`src/rtl/acc_add_pkg.sv`:
```
`timescale 1ns/1ps
package acc_add_pkg;
    localparam int BYTE_W = 8;
    localparam int WORD_W = 2 * BYTE_W;

    typedef enum logic [1:0] {
        OP_ADD  = 2'd0,
        OP_ADC  = 2'd1,
        OP_IDXU = 2'd2,
        OP_IDXS = 2'd3
    } add_op_e;

    // condition-code bit positions
    localparam int CC_E = 7;
    localparam int CC_F = 6;
    localparam int CC_H = 5;
    localparam int CC_I = 4;
    localparam int CC_N = 3;
    localparam int CC_Z = 2;
    localparam int CC_V = 1;
    localparam int CC_C = 0;
endpackage

```
`src/rtl/acc_add_operand.sv`:
```
`timescale 1ns/1ps
module acc_add_operand #(
    parameter int BW = 8,
    localparam int WW = 2 * BW
) (
    input  acc_add_pkg::add_op_e op,
    input  logic                 src_wide,
    input  logic [WW-1:0]        b,
    input  logic                 cc_carry,
    output logic [WW-1:0]        addend_w,
    output logic [BW-1:0]        addend_b,
    output logic                 cin
);
    import acc_add_pkg::*;

    always_comb begin
        addend_b = b[BW-1:0];
        cin      = (op == OP_ADC) ? cc_carry : 1'b0;
        unique case (op)
            OP_IDXU: addend_w = {{BW{1'b0}}, b[BW-1:0]};
            OP_IDXS: addend_w = {{BW{b[BW-1]}}, b[BW-1:0]};
            default: addend_w = src_wide ? b : {{BW{1'b0}}, b[BW-1:0]};
        endcase
    end
endmodule

```
`src/rtl/acc_add_lane.sv`:
```
`timescale 1ns/1ps
module acc_add_lane #(
    parameter int W = 8
) (
    input  logic [W-1:0] a,
    input  logic [W-1:0] b,
    input  logic         cin,
    output logic [W-1:0] sum,
    output logic         cout,
    output logic         hcarry,
    output logic         ovf
);
    logic [W:0] full;
    logic [4:0] nib;

    always_comb begin
        full   = {1'b0, a} + {1'b0, b} + {{W{1'b0}}, cin};
        nib    = {1'b0, a[3:0]} + {1'b0, b[3:0]} + {4'b0, cin};
        sum    = full[W-1:0];
        cout   = full[W];
        hcarry = nib[4];
        ovf    = (a[W-1] == b[W-1]) && (full[W-1] != a[W-1]);
    end
endmodule

```
`src/rtl/acc_add_flags.sv`:
```
`timescale 1ns/1ps
module acc_add_flags #(
    parameter int BW = 8,
    localparam int WW = 2 * BW
) (
    input  acc_add_pkg::add_op_e op,
    input  logic                 wide,
    input  logic [7:0]           cc_in,
    input  logic [BW-1:0]        b_sum,
    input  logic                 b_cout,
    input  logic                 b_hc,
    input  logic                 b_ovf,
    input  logic [WW-1:0]        w_sum,
    input  logic                 w_cout,
    input  logic                 w_ovf,
    output logic [WW-1:0]        res,
    output logic [7:0]           cc_out
);
    import acc_add_pkg::*;

    always_comb begin
        cc_out = cc_in;
        res    = w_sum;
        unique case (op)
            OP_IDXU: begin
                res = w_sum;
            end
            OP_IDXS: begin
                cc_out[CC_Z] = (w_sum == '0);
            end
            default: begin
                if (wide) begin
                    cc_out[CC_N] = w_sum[WW-1];
                    cc_out[CC_Z] = (w_sum == '0);
                    cc_out[CC_V] = w_ovf;
                    cc_out[CC_C] = w_cout;
                end else begin
                    res          = {{BW{1'b0}}, b_sum};
                    cc_out[CC_H] = b_hc;
                    cc_out[CC_N] = b_sum[BW-1];
                    cc_out[CC_Z] = (b_sum == '0);
                    cc_out[CC_V] = b_ovf;
                    cc_out[CC_C] = b_cout;
                end
            end
        endcase
    end
endmodule

```
`src/rtl/acc_adder_cc.sv`:
```
`timescale 1ns/1ps
module acc_adder_cc #(
    parameter int BYTE_W = acc_add_pkg::BYTE_W,
    localparam int WORD_W = 2 * BYTE_W
) (
    input  logic              clk,
    input  logic              rst_n,
    input  logic              start_i,
    input  logic [1:0]        op_i,
    input  logic              wide_i,
    input  logic              src_wide_i,
    input  logic [WORD_W-1:0] a_i,
    input  logic [WORD_W-1:0] b_i,
    input  logic [7:0]        cc_i,
    output logic [WORD_W-1:0] res_o,
    output logic [7:0]        cc_o,
    output logic              done_o
);
    import acc_add_pkg::*;

    typedef struct packed {
        logic [WORD_W-1:0] res;
        logic [7:0]        cc;
        logic              done;
    } state_t;

    state_t state_d, state_q;

    add_op_e           op;
    logic [WORD_W-1:0] addend_w;
    logic [BYTE_W-1:0] addend_b;
    logic              cin;

    assign op = add_op_e'(op_i);

    acc_add_operand #(.BW(BYTE_W)) u_operand (
        .op       (op),
        .src_wide (src_wide_i),
        .b        (b_i),
        .cc_carry (cc_i[CC_C]),
        .addend_w (addend_w),
        .addend_b (addend_b),
        .cin      (cin)
    );

    logic [BYTE_W-1:0] b_sum;
    logic              b_cout, b_hc, b_ovf;
    logic [WORD_W-1:0] w_sum;
    logic              w_cout, w_ovf, w_hc_unused;

    acc_add_lane #(.W(BYTE_W)) u_byte_lane (
        .a      (a_i[BYTE_W-1:0]),
        .b      (addend_b),
        .cin    (cin),
        .sum    (b_sum),
        .cout   (b_cout),
        .hcarry (b_hc),
        .ovf    (b_ovf)
    );

    acc_add_lane #(.W(WORD_W)) u_word_lane (
        .a      (a_i),
        .b      (addend_w),
        .cin    (cin),
        .sum    (w_sum),
        .cout   (w_cout),
        .hcarry (w_hc_unused),
        .ovf    (w_ovf)
    );

    logic [WORD_W-1:0] res_c;
    logic [7:0]        cc_c;

    acc_add_flags #(.BW(BYTE_W)) u_flags (
        .op     (op),
        .wide   (wide_i),
        .cc_in  (cc_i),
        .b_sum  (b_sum),
        .b_cout (b_cout),
        .b_hc   (b_hc),
        .b_ovf  (b_ovf),
        .w_sum  (w_sum),
        .w_cout (w_cout),
        .w_ovf  (w_ovf),
        .res    (res_c),
        .cc_out (cc_c)
    );

    always_comb begin
        state_d      = state_q;
        state_d.done = start_i;
        if (start_i) begin
            state_d.res = res_c;
            state_d.cc  = cc_c;
        end
    end

    always_ff @(posedge clk or negedge rst_n) begin
        if (!rst_n) state_q <= '0;
        else        state_q <= state_d;
    end

    assign res_o  = state_q.res;
    assign cc_o   = state_q.cc;
    assign done_o = state_q.done;
endmodule

```
`config.mk`:
```
export PLATFORM = sky130hd
export DESIGN_NAME = acc_adder_cc
export DESIGN_NICKNAME = d
export VERILOG_FILES = /design/src/rtl/acc_add_pkg.sv /design/src/rtl/acc_add_operand.sv /design/src/rtl/acc_add_lane.sv /design/src/rtl/acc_add_flags.sv /design/src/rtl/acc_adder_cc.sv
export SDC_FILE = /design/constraint.sdc
export NUM_CORES = 1
export LEC_CHECK = 0
export BUFFER_PORTS_ARGS = -buffer_cell sky130_fd_sc_hd__buf_2
export CORE_MARGIN = 4
export CORE_UTILIZATION = 45
export DETAILED_ROUTE_END_ITERATION = 12
export GPL_ROUTABILITY_DRIVEN = 0
export PLACE_DENSITY_LB_ADDON = 0.3
export RECOVER_POWER = 25
export SYNTH_ARGS = -nofsm -noshare
export SYNTH_HDL_FRONTEND = slang
export SYNTH_HIERARCHICAL = 1
export SYNTH_SLANG_ARGS = --single-unit
export TNS_END_PERCENT = 10
```
`constraint.sdc`:
```
create_clock -name clk -period 1.2 [get_ports clk]
set_clock_uncertainty 0.05 [all_clocks]
set_input_delay 0.12 -clock clk [delete_from_list [all_inputs] [get_ports clk]]
set_output_delay 0.12 -clock clk [all_outputs]
set_load 0.01 [all_outputs]
```
## After elaboration in Yosys (flattened, before gate mapping)

Cells that the tools add are included.

- Add/sub/neg operators: 6
- Eq/ne operators: 7
- Muxes and demuxes: 11
- Reductions and logical operators: 5

Operators by type and width:

| kind | number |
|---|---|
| 16-bit 2-to-1 mux | 3 |
| 16-bit case mux with 2 select lines | 1 |
| 16-bit by 16-bit adder with 17-bit output | 1 |
| 17-bit by 1-bit adder with 17-bit output | 1 |
| 16-bit zero test | 1 |
| 8-bit by 8-bit adder with 9-bit output | 1 |
| 9-bit by 1-bit adder with 9-bit output | 1 |
| 8-bit zero test | 1 |
| 4-bit by 4-bit adder with 5-bit output | 1 |
| 5-bit by 1-bit adder with 5-bit output | 1 |
| 2-bit == test, second input constant | 2 |
| 1-bit 2-to-1 mux | 4 |
| 4-bit 2-to-1 mux | 1 |
| 1-bit == test | 2 |
| 2-bit by 1-bit == test with 1-bit output, second input constant | 1 |
| 1-bit logical AND | 2 |
| 2-bit 2-to-1 mux | 1 |
| 1-bit inequality test | 2 |
| 1-bit case mux with 2 select lines | 1 |
| 2-bit OR reduction | 1 |

- Flip-flop bits (word level): 25
- Input port bits: 47
- Output and inout bits: 25
- Logic and storage cells: 32

## Depth between registers and ports, before layout

- Depth after elaboration: 8
- Gate-level depth with buffers: 15
- Mapped depth without buffers: 14

## By module

Netlist, hierarchy kept.

By module, submodules not included:

| module | times used | cells an instance | area each (µm²) | seq. area each (µm²) |
|---|---|---|---|---|
| acc_adder_cc | 1 | 52 | 1,022.2 | 625.6 |
| acc_add_lane at u_word_lane | 1 | 109 | 835.8 | 0.0 |
| acc_add_flags | 1 | 46 | 386.6 | 0.0 |
| acc_add_lane at u_byte_lane | 1 | 37 | 319.1 | 0.0 |
| acc_add_operand | 1 | 30 | 216.5 | 0.0 |

## Worst setup path before layout

Ideal clock, no wire load.

- Kind: input-to-reg
- Start: in b_i[0]
- End: reg state_q, in the netlist cc_o[2]
- Setup time: 0.064 ns
- Arrival: 2.661 ns
- Required time: 1.086 ns
- Path slack: -1.575 ns
- Stages: 13
- Buffers on the path: 1
- Cell sequence: buf_4 -> fa_1 -> fa_1 -> nand3_1 -> a21oi_2 -> o41a_1 -> a31oi_1 -> xnor2_1 -> nor4_1 -> nand4_1 -> a21o_1 -> nand3_1 -> mux2_4

- Word-level cells in the longest chain between the ends: 7
- Elaborated cells between the ends (all ways): 10
- Classes of those cells: add/sub: 4; mux: 4; reduce/logical: 2

RTL lines:

| item | line | source |
|---|---|---|
| start, declared | acc_adder_cc.sv:13 | `input logic [WORD_W-1:0] b_i,` |
| 16-bit 2-to-1 mux | acc_add_operand.sv:22 | `default: addend_w = src_wide ? b : {{BW{1'b0}}, b[BW-1:0]};` |
| 16-bit case mux with 2 select lines (*) | acc_add_operand.sv:19 | `unique case (op)` |
| 16-bit by 16-bit adder with 17-bit output (*) | acc_add_lane.sv:17 | `full = {1'b0, a} + {1'b0, b} + {{W{1'b0}}, cin};` |
| 17-bit by 1-bit adder with 17-bit output (*) | acc_add_lane.sv:17 |  |
| named net w_sum[12] | acc_adder_cc.sv:48 | `logic [WORD_W-1:0] w_sum;` |
| 16-bit zero test (*) | acc_add_flags.sv:29, acc_add_flags.sv:34 |  |
| 4-bit 2-to-1 mux | acc_add_flags.sv:32 | `if (wide) begin` |
| 1-bit case mux with 2 select lines (*) | acc_add_flags.sv:24 | `unique case (op)` |
| named net cc_c[2] | acc_adder_cc.sv:72 | `logic [7:0] cc_c;` |
| end signal, assigned | acc_adder_cc.sv:100 | `else state_q <= state_d;` |
| end, declared | acc_adder_cc.sv:27 | `state_t state_d, state_q;` |

Mark *: on every way through the listed nets, which the timed path passes. The rest lies on a longest branch.
A chain may end at the register's enable or synchronous reset.

## Worst setup path after layout

- Start: in cc_i[0]
- End: reg state_q, in the netlist cc_o[2]

- Word-level cells in the longest chain between the ends: 5
- Elaborated cells between the ends (all ways): 7
- Classes of those cells: add/sub: 2; mux: 3; reduce/logical: 2

RTL lines:

| item | line | source |
|---|---|---|
| start, declared | acc_adder_cc.sv:14 | `input logic [7:0] cc_i,` |
| 1-bit 2-to-1 mux (*) | acc_add_operand.sv:18 | `cin = (op == OP_ADC) ? cc_carry : 1'b0;` |
| named net cin | acc_adder_cc.sv:32 | `logic cin;` |
| 17-bit by 1-bit adder with 17-bit output (*) | acc_add_lane.sv:17 |  |
| named net w_sum[12] | acc_adder_cc.sv:48 |  |
| 16-bit zero test (*) | acc_add_flags.sv:29, acc_add_flags.sv:34 |  |
| 4-bit 2-to-1 mux | acc_add_flags.sv:32 |  |
| 1-bit case mux with 2 select lines (*) | acc_add_flags.sv:24 |  |
| named net cc_c[2] | acc_adder_cc.sv:72 |  |

Marked as above.

==> run metrics <==
Worst setup EP type=flop; DP Area=about 3600 µm²; Setup TNS=-19,410 ps; Synth Warn #=6; Root Buffer=clkbuf_8; path type of the worst setup path=in2reg; CP Launch Type=input port; largest cells by area after synthesis=dfrtp_1 (23%), mux2_4 (12%), ha_1 (9.9%); Util after Layout=65.6%; grt ovf=0; register area share after synthesis=22.5%; Residual DRC=0; Synth Flop Type=dfrtp_1; CP Launch Point=cc_i[0]; Max VDD drop=between 800 and 900 µV; r2r startpoint=cc_o[6]$_DFFE_PN0P_; Synth Area per Inst=roughly 10 µm²; largest net degree at the start of global routing=26; P_leak=~2 nW; WHS Path Cells=2; Row Count=28; Via density=approximately 5.2; Netlist cell types=49; clk slew on worst S/H paths=~80 ps; number of vias in the routed layout=2,478; Cells after Synth=between 200 and 300; endpoint of the worst hold path=cc_o[4]$_DFFE_PN0P_; Inst Count DP=roughly 480; worst hold path class=in2reg; ant diodes=0; CP Data Arrival Time=roughly 2700 ps; hpwl dp=5910 µm; max-cap violations=0; core outline area=approximately 6000 µm²; Final Worst Setup Slack=-1310 ps; CTS H-tree depth=1; Initial Util=roughly 47%; Slew @ Worst Pin=595 ps; Clock Tree Buf Depth=2; 1st-iter DRT viols=56; violated checks=setup timing; Critical Path Fanout Max=3; Mapped Nets=around 350; initial antenna violation count=0; TritonCTS clock tree=built; number of global-route vias before repair=~2,600; Area Growth Syn to Fin=40.5%; Synth Cell Area=about 2800 µm²; PwrDens=between 900 and 1000 nW/µm²; register bit total from synthesis=25; IO Pins=72; FF-to-FF End=cc_o[6]$_DFFE_PN0P_; die area=~7500 µm²; final hold vios=0; final setup fails=21; Worst R2R Path Depth=1; layout cell share with drive strength beyond 1=60.6%; Nets=480; total CTS buffers=3; RSZ-0062 raised after global routing=yes; number of synthesized flops with an enable pin=0; finished layout cell area=3910 µm²; Skew-Pair Late Insertion Delay=between 200 and 300 ps; Die Y=just under 90 µm; Synth async-reset ratio=100%; Hold Startpoint=cc_i[4]; normalized max-slew margin=60.4%; Die Wd=86.6 µm; IO Port Bufs=slightly above 70; Tcrit/Tclk final=209%; drt first pass iters=4; Pins Over Slew Limit=0; gr usage total=between 10% and 20%; status=finished with violations; final WL=around 7100 µm; fmax=between 300 and 400 MHz; first-pass GRT wire length=approximately 12,000 µm; wire length per cell=about 15 µm; post-route ant nets=0; Req. time, crit path=1360 ps; area fraction of the dominant cell type after synthesis=between 20% and 30%; Synth area leader=dfrtp_1; setup slack, reg-to-reg=about 370 ps; fin crit period=roughly 2500 ps; clock sinks=25; pre-CTS setup slack=-1650 ps; Post-Layout Cell Count=about 480
==> per-stage QoR <==
stage,total power [W],hold WS [ps]
global route,0.00400,32.5
global placement,0.00311,74.2
CTS,0.00376,36.8
detailed placement,0.00316,80.0
finish,0.00376,25.6
floorplan,0.00234,-226
==> logic make-up (layout without fill, tap and decap cells) <==
logic type	after synthesis	after routing	share of synthesized area [%]
xor gates and xnor gates	18	18	5.67
adders and majority gates	26	26	12.8
muxes	38	38	18.4
buffers and inverters	36	168	10.4
AOI/OAI and AO/OA	68	68	16.9
DFF	25	25	22.5
and+or+nand+nor	63	63	13.3
==> critical path: stages <==
cell and delay [ps]:
buf_6 100, nand2_4 60, nor2_4 40, fa_2 370, fa_2 410, nand3_2 90
a21oi_2 90, o41a_1 360, a31oi_2 190, xnor2_1 120, nor4_1 170, nand4_1 150
a21o_1 200, nand3_1 60, mux2_4 130
==> state kept, by name, summed over array words and instances (netlist names) <==
register,count
res_o,16
done_o,1
cc_o,8
==> worst max-delay path by stage <==
stage	cells after the start	endpoint
after floorplan	13	cc_o[1]$_DFFE_PN0P_
after global placement	12	cc_o[1]$_DFFE_PN0P_
after detailed placement	15	cc_o[2]$_DFFE_PN0P_
after CTS	15	cc_o[2]$_DFFE_PN0P_
after global routing	15	cc_o[2]$_DFFE_PN0P_
final	15	cc_o[2]$_DFFE_PN0P_
==> area by class of cell <==
cell class              count  area, µm²
multi-input cells         213       2070
flip-flops and latches     25        626
repair buffers            159       1050
clock buffers               4       45.0
fillers                   491       2050
well taps                  75       93.8
inverters                   5       18.8
==> metal layers <==
metal	routed length, µm	up-vias	share of wire (%)	track usage, %
met3	285	6	4.0	1.52
met4	68	0	0.96	4.82
li1	-	1237	-	-
met5	0	-	0	0
met1	3170	1185	45	26.0
met2	3540	50	50	34.4
==> synthesized netlist by cell type (2+ instances only) <==
master / instances
ha_1: 22
a31oi_1: 3
xor2_1: 8
inv_1: 5
a21o_1: 13
nor2_1: 8
mux2_4: 23
nand4_1: 4
o21a_1: 3
buf_4: 20
a21oi_1: 13
a211oi_1: 4
and2b_2: 9
dfrtp_1: 25
nor4_1: 7
buf_6: 3
o21ai_0: 15
fa_1: 4
a21oi_2: 4
and3_1: 2
buf_12: 2
a21o_2: 2
xnor2_1: 10
mux2i_1: 3
nor2b_1: 4
buf_2: 3
nor3_1: 2
nand3_1: 5
nand2_1: 16
o21bai_1: 2
mux2_2: 12
==> power by group <==
| part | internal [W] | switching [W] |
|---|---|---|
| Combinational | 0.00121 | 0.000947 |
| Sequential | 0.00102 | 0.0000998 |
| Clock | 0.000237 | 0.000244 |
| Total | 0.00247 | 0.00129 |
==> cell usage in the layout (no fill, tap or decap), types with 7 or more instances in the layout <==
cell / n
xnor2_1: 9
buf_4: 85
o21ai_1: 8
and2b_2: 9
mux2_4: 21
buf_2: 67
mux2_2: 12
dfrtp_1: 25
ha_1: 17
a21oi_1: 11
a21o_1: 13
nand2_1: 15
o21ai_0: 7
xor2_1: 7
==> repair_timing <==
action	4_1_cts	5_1_grt
hold buffers	1	0
buffers inserted	2	0
pin swaps	17	8
setup endpoints to repair	21	21
resized for setup	38	8
endpoints found under the hold margin	25	0
(Power assumes the default switching activity.)
